--- src/rtl/pcfg_pkg.sv ---
package pcfg_pkg;
  localparam int DATA_W  = 32;
  localparam int HALF_W  = DATA_W / 2;
  localparam int RATIO_W = 2;
  localparam int SUB_W   = 1 << RATIO_W;   // holds 2 * 2^(2^RATIO_W - 1) ticks
  localparam int CNT_W   = 16;
  localparam int ADDR_W  = 4;

  localparam logic [ADDR_W-1:0] OFS_CTL = 4'h4;
  localparam logic [ADDR_W-1:0] OFS_CNT = 4'h8;
  localparam logic [ADDR_W-1:0] OFS_STS = 4'hC;

  localparam int BIT_WIDE  = 9;
  localparam int BIT_EN    = 8;
  localparam int BIT_RATIO = 6;

  typedef struct packed {
    logic               wide;
    logic               en;
    logic [RATIO_W-1:0] ratio;
  } ctl_t;

  // system clock ticks spent on one beat: 2 per DCLK period, 2^ratio periods
  function automatic logic [SUB_W:0] beat_ticks(input logic [RATIO_W-1:0] r);
    return (SUB_W+1)'(2) << r;
  endfunction

  // keep only the valid low bytes of a word; 0 means all bytes valid
  function automatic logic [DATA_W-1:0] keep_bytes(input logic [DATA_W-1:0] w,
                                                   input logic [1:0] nb);
    case (nb)
      2'd1:    return w & 32'h0000_00FF;
      2'd2:    return w & 32'h0000_FFFF;
      2'd3:    return w & 32'h00FF_FFFF;
      default: return w;
    endcase
  endfunction
endpackage

--- src/rtl/pcfg_regs.sv ---
module pcfg_regs
  import pcfg_pkg::*;
(
  input  logic              clk,
  input  logic              rst_n,
  input  logic              wr,
  input  logic [ADDR_W-1:0] addr,
  input  logic [DATA_W-1:0] wdata,
  input  logic              burst_fin,
  input  logic [CNT_W-1:0]  remain,
  output ctl_t              ctl,
  output logic              cnt_wr,
  output logic [DATA_W-1:0] rdata
);
  logic done_q;
  logic sts_clr;
  logic unused_bits;

  assign cnt_wr      = wr && (addr == OFS_CNT);
  assign sts_clr     = wr && (addr == OFS_STS) && wdata[0];
  assign unused_bits = ^{wdata[DATA_W-1:BIT_WIDE+1], wdata[BIT_RATIO-1:1]};

  always_ff @(posedge clk) begin
    if (!rst_n) begin
      ctl    <= '0;
      done_q <= 1'b0;
    end else begin
      if (wr && addr == OFS_CTL)
        ctl <= '{wide: wdata[BIT_WIDE], en: wdata[BIT_EN],
                 ratio: wdata[BIT_RATIO +: RATIO_W]};
      if (burst_fin)      done_q <= 1'b1;   // a finishing burst wins over a clear
      else if (sts_clr)   done_q <= 1'b0;
    end
  end

  always_comb begin
    rdata = '0;
    case (addr)
      OFS_CTL: begin
        rdata[BIT_WIDE]               = ctl.wide;
        rdata[BIT_EN]                 = ctl.en;
        rdata[BIT_RATIO +: RATIO_W]   = ctl.ratio;
      end
      OFS_CNT: rdata[CNT_W-1:0] = remain;
      OFS_STS: rdata[0]         = done_q;
      default: rdata = '0;
    endcase
  end

  AST_DONE_ON_FIN: assert property (@(posedge clk) disable iff (!rst_n)
    burst_fin |=> done_q);
  AST_DONE_STICKY: assert property (@(posedge clk) disable iff (!rst_n)
    (done_q && !sts_clr) |=> done_q);
endmodule

--- src/rtl/pcfg_burst.sv ---
module pcfg_burst
  import pcfg_pkg::*;
(
  input  logic             clk,
  input  logic             rst_n,
  input  logic             start,
  input  logic [CNT_W-1:0] count,
  input  logic             blocked,
  output logic             active,
  output logic             dclk,
  output logic [CNT_W-1:0] remain,
  output logic             fin
);
  logic phase_q;
  logic take;
  logic last_pulse;

  assign take       = start && !active && !blocked;
  assign last_pulse = active && phase_q && (remain == CNT_W'(1));
  assign fin        = last_pulse || (take && count == '0);
  assign dclk       = active && phase_q;

  always_ff @(posedge clk) begin
    if (!rst_n) begin
      active  <= 1'b0;
      phase_q <= 1'b0;
      remain  <= '0;
    end else if (take && count != '0) begin
      active  <= 1'b1;
      phase_q <= 1'b0;
      remain  <= count;
    end else if (active) begin
      phase_q <= !phase_q;
      if (phase_q) begin
        remain <= remain - 1'b1;
        if (last_pulse) active <= 1'b0;
      end
    end
  end

  AST_REM_NEVER_GROWS: assert property (@(posedge clk) disable iff (!rst_n)
    active |=> (remain <= $past(remain)));
  AST_IDLE_QUIET: assert property (@(posedge clk) disable iff (!rst_n)
    !active |-> (remain == '0));
endmodule

--- src/rtl/pcfg_ser.sv ---
module pcfg_ser
  import pcfg_pkg::*;
(
  input  logic              clk,
  input  logic              rst_n,
  input  ctl_t              ctl,
  input  logic              blocked,
  input  logic              dat_valid,
  input  logic [DATA_W-1:0] dat_word,
  input  logic [1:0]        dat_nbytes,
  output logic              ready,
  output logic              accept,
  output logic              busy,
  output logic              dclk,
  output logic [DATA_W-1:0] bus_data
);
  logic               wide_q;
  logic [RATIO_W-1:0] ratio_q;
  logic [DATA_W-1:0]  word_q;
  logic               hi_q;
  logic [SUB_W-1:0]   sub_q;
  logic               sub_last;
  logic               beat_last;

  assign ready     = ctl.en && !busy && !blocked;
  assign accept    = ready && dat_valid;
  assign sub_last  = ({1'b0, sub_q} == beat_ticks(ratio_q) - 1'b1);
  assign beat_last = wide_q || hi_q;
  assign dclk      = busy && sub_q[0];
  assign bus_data  = wide_q ? word_q
                            : {{HALF_W{1'b0}}, hi_q ? word_q[DATA_W-1:HALF_W]
                                                    : word_q[HALF_W-1:0]};

  always_ff @(posedge clk) begin
    if (!rst_n) begin
      busy    <= 1'b0;
      wide_q  <= 1'b0;
      ratio_q <= '0;
      word_q  <= '0;
      hi_q    <= 1'b0;
      sub_q   <= '0;
    end else if (accept) begin
      busy    <= 1'b1;
      wide_q  <= ctl.wide;
      ratio_q <= ctl.ratio;
      word_q  <= keep_bytes(dat_word, dat_nbytes);
      hi_q    <= 1'b0;
      sub_q   <= '0;
    end else if (busy) begin
      if (!sub_last) begin
        sub_q <= sub_q + 1'b1;
      end else if (beat_last) begin
        busy  <= 1'b0;
        sub_q <= '0;
      end else begin
        hi_q  <= 1'b1;
        sub_q <= '0;
      end
    end
  end

  AST_HOLD_BEAT: assert property (@(posedge clk) disable iff (!rst_n)
    (busy && !sub_last) |=> $stable(bus_data));
  AST_BUSY_AFTER_ACCEPT: assert property (@(posedge clk) disable iff (!rst_n)
    accept |=> (busy && !ready));
  AST_UPPER_ZERO: assert property (@(posedge clk) disable iff (!rst_n)
    (busy && !wide_q) |-> (bus_data[DATA_W-1:HALF_W] == '0));
endmodule

--- src/rtl/pcfg_engine.sv ---
module pcfg_engine
  import pcfg_pkg::*;
(
  input  logic              clk,
  input  logic              rst_n,
  input  logic              cfg_wr,
  input  logic [ADDR_W-1:0] cfg_addr,
  input  logic [DATA_W-1:0] cfg_wdata,
  output logic [DATA_W-1:0] cfg_rdata,
  input  logic              dat_valid,
  input  logic [DATA_W-1:0] dat_word,
  input  logic [1:0]        dat_nbytes,
  output logic              dat_ready,
  output logic              pp_dclk,
  output logic [DATA_W-1:0] pp_data
);
  ctl_t             ctl;
  logic             cnt_wr;
  logic             burst_active;
  logic             burst_dclk;
  logic             burst_fin;
  logic [CNT_W-1:0] burst_remain;
  logic             ser_accept;
  logic             ser_busy;
  logic             ser_dclk;

  pcfg_regs u_regs (
    .clk(clk), .rst_n(rst_n), .wr(cfg_wr), .addr(cfg_addr), .wdata(cfg_wdata),
    .burst_fin(burst_fin), .remain(burst_remain), .ctl(ctl), .cnt_wr(cnt_wr),
    .rdata(cfg_rdata)
  );

  pcfg_burst u_burst (
    .clk(clk), .rst_n(rst_n), .start(cnt_wr), .count(cfg_wdata[CNT_W-1:0]),
    .blocked(ser_busy || ser_accept), .active(burst_active), .dclk(burst_dclk),
    .remain(burst_remain), .fin(burst_fin)
  );

  pcfg_ser u_ser (
    .clk(clk), .rst_n(rst_n), .ctl(ctl), .blocked(burst_active),
    .dat_valid(dat_valid), .dat_word(dat_word), .dat_nbytes(dat_nbytes),
    .ready(dat_ready), .accept(ser_accept), .busy(ser_busy), .dclk(ser_dclk),
    .bus_data(pp_data)
  );

  assign pp_dclk = ser_dclk || burst_dclk;

  AST_PATHS_EXCLUSIVE: assert property (@(posedge clk) disable iff (!rst_n)
    !(ser_busy && burst_active));
  AST_NO_ACCEPT_DISABLED: assert property (@(posedge clk) disable iff (!rst_n)
    (dat_valid && !ctl.en) |=> !ser_busy || $past(ser_busy));
endmodule

--- config.mk ---
export PLATFORM = sky130hd
export DESIGN_NAME = pcfg_engine
export DESIGN_NICKNAME = d
export VERILOG_FILES = /design/src/rtl/pcfg_pkg.sv /design/src/rtl/pcfg_regs.sv /design/src/rtl/pcfg_burst.sv /design/src/rtl/pcfg_ser.sv /design/src/rtl/pcfg_engine.sv
export SDC_FILE = /design/constraint.sdc
export NUM_CORES = 1
export LEC_CHECK = 0
export BUFFER_PORTS_ARGS = -buffer_cell sky130_fd_sc_hd__buf_4
export CAP_MARGIN = 20
export CELL_PAD_IN_SITES_DETAIL_PLACEMENT = 0
export CELL_PAD_IN_SITES_GLOBAL_PLACEMENT = 1
export CORE_UTILIZATION = 35
export CTS_BUF_LIST = sky130_fd_sc_hd__clkbuf_4
export CTS_CLUSTER_DIAMETER = 50
export DETAILED_ROUTE_END_ITERATION = 12
export PLACE_DENSITY_LB_ADDON = 0.1
export SETUP_SLACK_MARGIN = 0.15
export SYNTH_ARGS = -nofsm -noshare
export SYNTH_HDL_FRONTEND = slang
export SYNTH_SLANG_ARGS = --single-unit
export TNS_END_PERCENT = 5
--- constraint.sdc ---
create_clock -name clk -period 2.3 [get_ports clk]
set_input_delay 0.115 -clock clk [delete_from_list [all_inputs] [get_ports clk]]
set_output_delay 0.115 -clock clk [all_outputs]
set_load 0.005 [all_outputs]
Word level (Yosys, flattened, before mapping)
Index checks and enable logic that the tools add are counted.
{"block": "op_classes", "n_reduce_logical": 31, "n_div": 0, "n_addsub": 3, "multipliers": 0, "n_lt_le_gt_ge": 0, "muxes": 21, "bitwise_logic": 2, "eq_ne": 8, "shift": 1}
{"operator": "$pmux W32 S3", "n": 1}
{"operator": "$mux W16", "n": 4}
{"operator": "$mux W32", "n": 1}
{"operator": "$eq A16 B1 Y1 const B", "n": 1}
{"operator": "$logic_not A16 Y1", "n": 1}
{"operator": "$reduce_bool A16 Y1", "n": 1}
{"operator": "$sub A16 B1 Y16 const B", "n": 1}
{"operator": "$logic_and A1 B1 Y1", "n": 14}
{"operator": "$mux W1", "n": 10}
{"operator": "$eq A4 B4 Y1 const B", "n": 2}
{"operator": "$pmux W4 S2", "n": 1}
{"operator": "$mux W6", "n": 1}
{"operator": "$reduce_bool A2 Y1", "n": 3}
{"operator": "$eq A4 B5 Y1", "n": 1}
{"operator": "$mux W5", "n": 1}
{"operator": "$shl A2 B2 Y5 const A", "n": 1}
{"operator": "$sub A5 B1 Y5 const B", "n": 1}
{"operator": "$add A4 B1 Y4 const B", "n": 1}
{"operator": "$eq A2 B2 Y1 const B", "n": 2}
{"operator": "$eq A4 B3 Y1 const B", "n": 1}
{"operator": "$logic_not A1 Y1", "n": 4}
{"operator": "$logic_or A1 B1 Y1", "n": 4}
{"operator": "$mux W4", "n": 1}
{"operator": "$reduce_or A2 Y1", "n": 2}
{"operator": "other kinds (5)", "n": 6}
{"block": "word_totals", "mem_count": 0, "latchBits": 0, "ram_bits": 0, "output_inout_bits": 66, "rom_bits": 0, "reg_bits": 64}

Longest topological paths before layout
{"block": "logic_depth", "depth_word": 10, "depth_mapped": 8}

Cells and area by module
Synthesis repeated with hierarchy kept, for this count alone.
{"block": "hier_totals", "cells_unflattened": 446, "area_unflattened_um2": 3739.8}
{"mod": "pcfg_ser", "cells_per_inst": 231, "n_inst": 1, "seq_area_each_um2": 820.8, "area_each_um2": 2016.9}
{"mod": "pcfg_burst", "cells_per_inst": 144, "n_inst": 1, "seq_area_each_um2": 360.3, "area_each_um2": 1192.4}
{"mod": "pcfg_regs", "cells_per_inst": 69, "n_inst": 1, "seq_area_each_um2": 100.1, "area_each_um2": 518.0}
{"mod": "pcfg_engine", "cells_per_inst": 2, "n_inst": 1, "seq_area_each_um2": 0.0, "area_each_um2": 12.5}

Worst setup path before layout
No wires, ideal clock.
{"block": "synth_timing", "path_type": "register to register", "start": "reg u_burst.remain[3]", "end": "reg u_burst.remain[13]", "n_path_buf": 1, "arrival_time_ps": 1521, "path_stages_with_launch": 7, "path_slack_ps": 664, "t_required_ps": 2185, "cell_sequence": "dfxtp_1 -> nor4_4 -> and3_1 -> buf_6 -> nand2_4 -> o311a_1 -> o21a_1"}
{"block": "synth_via", "elab_chain_cells": 4}
{"item": "from (decl)", "line_no": "pcfg_burst.sv:11", "source": "output logic [CNT_W-1:0] remain,"}
{"item": "from (signal assigned)", "line_no": "pcfg_burst.sv:31", "source": "remain <= count;"}
{"item": "from (signal assigned)", "line_no": "pcfg_burst.sv:35", "source": "remain <= remain - 1'b1;"}
{"item": "$sub A16 B1 Y16", "line_no": "pcfg_burst.sv:35"}
{"item": "$mux W16", "line_no": "pcfg_burst.sv:34", "source": "if (phase_q) begin"}
{"item": "$mux W16", "line_no": "pcfg_burst.sv:32", "source": "end else if (active) begin"}
{"item": "$mux W16", "line_no": "pcfg_burst.sv:28", "source": "end else if (take && count != '0) begin"}
No other way between the ends. The select of a mux whose other input is x is not followed.
A chain may end at the register's enable or synchronous reset.

Final worst setup path
{"block": "layout_timing", "start": "in cfg_wdata[10]", "end": "reg u_burst.remain[0]"}
{"block": "layout_via", "elab_chain_cells": 4, "word_cells_on_any_way": 6, "classes_between": "mux (1); reduce/logical (5)"}
{"item": "from (decl)", "line_no": "pcfg_engine.sv:8", "source": "input logic [DATA_W-1:0] cfg_wdata,"}
{"item": "$reduce_bool A16 Y1 *", "line_no": "pcfg_burst.sv:28"}
{"item": "$logic_and A1 B1 Y1 *", "line_no": "pcfg_burst.sv:28"}
{"item": "$reduce_bool A2 Y1 (no line)"}
{"item": "$reduce_and A2 Y1 (no line)"}
Every way passes the cells marked *; elsewhere a longest branch is shown, timed or not.

==> reports/qor.txt <==
maximum clock frequency: 0.492 GHz
Fill cells: 897
Slowest cell on crit path: dlygate4sd3_1
I/O pin count: 140
number of synthesized flops with an enable pin: 0
Core ar.: 9150 um^2
HP Class: in2reg
Worst Tran Pin Value: 0.684 ns
CP top delay family: simple AND/OR/NAND/NOR gates
vias in the first global route: 3125
crit-path cells: dlygate4sd3_1, buf_4, nor4_1, nand4_1, and3_1, a22o_1, o21a_1
CP Max Fanout: 18
initial antenna violation count: 0
Setup WS post-layout: 0.266 ns
Iter 0 DRT Violations: 110
TritonCTS clock tree: yes
crit share post-route: 88.4%
Yosys reg bits: 64
Cell Int Power: 1.80 mW
Ys Warns: 0
Leak Pwr: 2.08 nW
Die ar.: 9790 um^2
Pwr Density: 489 nW/um^2
CTS Root Cell: clkbuf_4
final cell count without fillers: 645
Via density: 5.09
Net Sw Power: 0.536 mW
Clock power frac: 41.2%
Die W: 98.9 um
clk buf depth: 2
Routed Antenna Nets: 0
most common cell after layout, fill and taps aside: buf_4
# resized after CTS: 0
largest net degree at the start of global routing: 35
critical path required time: 2.60 ns
WS Path Type: in2reg
first-pass GRT wire length: 15700 um
Fin. Hold Viols: 0
worst slack, placed: 0.389 ns
status: finished, final reports clean
Critical Path Max Stage Delay: 0.53 ns
part of the power in registers: 48.1%
CTS clk-pin slew, worst paths: 0.11 ns
Chip Height: 98.9 um
Worst setup SP type: input pin
Clock Latency Late Sink: 0.40 ns
DRC Markers: 0
gr usage total: 19.9%
post-DR wirelength/cell: 15.1 um
crit path time final: 2.03 ns
CP bufs+invs: 2
antenna cells: 0
initial core utilization: 35.9%
worst hold margin: 0.0371 ns
Max-slew headroom: 54.4%
Inst Count DP: 584
Max H-tree Level: 3
final net count: 606
ys async rst share: 0%
Max-Cap Viols: 0
total CTS buffers: 9
Worst EP arrival: 2.34 ns
global route total overflow: 0
final instance area: 4780 um^2
RSZ-0062 raised after global routing: no
final setup violating endpoints: 0
Critical Path End Type: flop
hpwl dp: 6720 um
Synth cell types: 52
Port Buf Inserts: 107
worst clock skew: 0.0154 ns
Max Slew Vio Count: 0
Layout area overhead: 45.4%
Core Rows: 35
Switching Share: 22.9%
layout cells sized above 1: 29.4%
TritonRoute pass-1 iters: 4
prevailing post-synth register cell: dfxtp_1
worst vdd ir: 0.305 mV
vias post-DR: 3282
Seq/Total Area, Yosys: 39.0%
mapped cell area: 3290 um^2
commonest cells after routing, fill and taps aside: buf_4 (117), dfxtp_1 (64), dlygate4sd3_1 (45), nand2_1 (41), and2_1 (28)
routability cong.: 0.812
# clock sinks: 64
Placed Instance Area: 4150 um^2
Comb pwr share: 10.6%
DRT Wirelength: 9710 um
Mean Syn Cell Area: 8.72 um^2
Final TNS setup: 0 ns
Syn Inst Count: 377
## Yosys cell counts, drive strengths merged, types with 4 or more instances
cell	instances	share of area [%]
dfxtp	64	39
nand2	42	5.0
and2	30	5.8
a21oi	27	4.2
buf	27	6.0
nor2	26	3.0
a22o	25	6.7
nand3	17	2.6
mux2	16	5.5
nor3	13	2.1
clkbuf	10	1.1
mux2i	8	2.4
nand4	6	1.1
a22oi	5	1.1
a31oi	5	0.95
and3	5	0.95
nor4	5	1.4
a2bb2oi	4	1.1
## cell type report
class | count | area (um^2) | area share (%)
Sequential cell | 64 | 1280 | 26.8
Clock buffer | 9 | 67.6 | 1.41
Multi-Input combinational cell | 287 | 1810 | 37.9
Clock inverter | 7 | 110 | 2.30
Timing Repair Buffer | 163 | 1360 | 28.4
Inverter | 4 | 15.0 | 0.314
Tap cell | 111 | 139 | 2.90
## registers in the layout, summed over array words and instances (netlist names)
register and flops:
u_ser.hi_q 1, u_regs.ctl 4, u_regs.done_q 1, u_ser.ratio_q 2, u_burst.active 1, u_burst.phase_q 1
u_ser.wide_q 1, u_ser.sub_q 4, u_burst.remain 16, u_ser.word_q 32, u_ser.busy 1
## final timing paths
kind,from,to,slack [ns],cells after the start
setup / recovery,cfg_wdata[10],u_burst.remain[0]$_SDFFE_PN0P_,0.27,7
hold / removal,cfg_wdata[12],u_burst.remain[12]$_SDFFE_PN0P_,0.04,3
setup reg to reg,u_burst.active$_SDFF_PN0_,u_burst.remain[5]$_SDFFE_PN0P_,0.38,5
hold reg to reg,u_ser.word_q[3]$_SDFFE_PN0P_,u_ser.word_q[3]$_SDFFE_PN0P_,0.46,2
## power groups by stage
stage	combinational, mW	clock (mW)	sequential [mW]
after floorplan	0.0937	0	1.15
after global placement	0.178	0	1.15
after detailed placement	0.184	0	1.15
after CTS	0.248	0.990	1.12
after global routing	0.269	1.03	1.13
final	0.249	0.964	1.12
## per-layer routing
metal	up-vias	part of all wire (%)	track usage (%)
li1	1621	-	-
met1	1567	45	24.7
met2	88	50	34.9
met3	6	3.9	4.33
met4	0	0.71	5.17
met5	-	0	0
## metrics by stage
stage                     utilization, %  power [mW]
after global routing                52.2        2.43
after CTS                           52.2        2.36
after floorplan                        -        1.24
after global placement              45.1        1.33
final                               52.2        2.34
after detailed placement            45.4        1.33
## cell families after synthesis
group,count (synthesis),synth area share [%]
xor+xnor,6,1.60
fa+ha+maj,3,1.14
mux,24,7.91
other cells,1,0.114
buf+inv,41,7.61
compound gates,82,17.8
flops,64,39.0
simple gates,156,24.8
## worst register-to-register path: cells and delay by family (launching register included)
| kind | cells | cell delay [ns] |
|---|---|---|
| flip-flops | 1 | 0.39 |
| AND/OR/NAND/NOR | 3 | 1.08 |
| AO/OA/AOI/OAI | 2 | 0.38 |
## repair_timing
action                    in CTS  in global routing
setup buffers                  0                  0
hold endpoints to repair      47                  0
hold buffers                  45                  0
(Power assumes the default switching activity.)
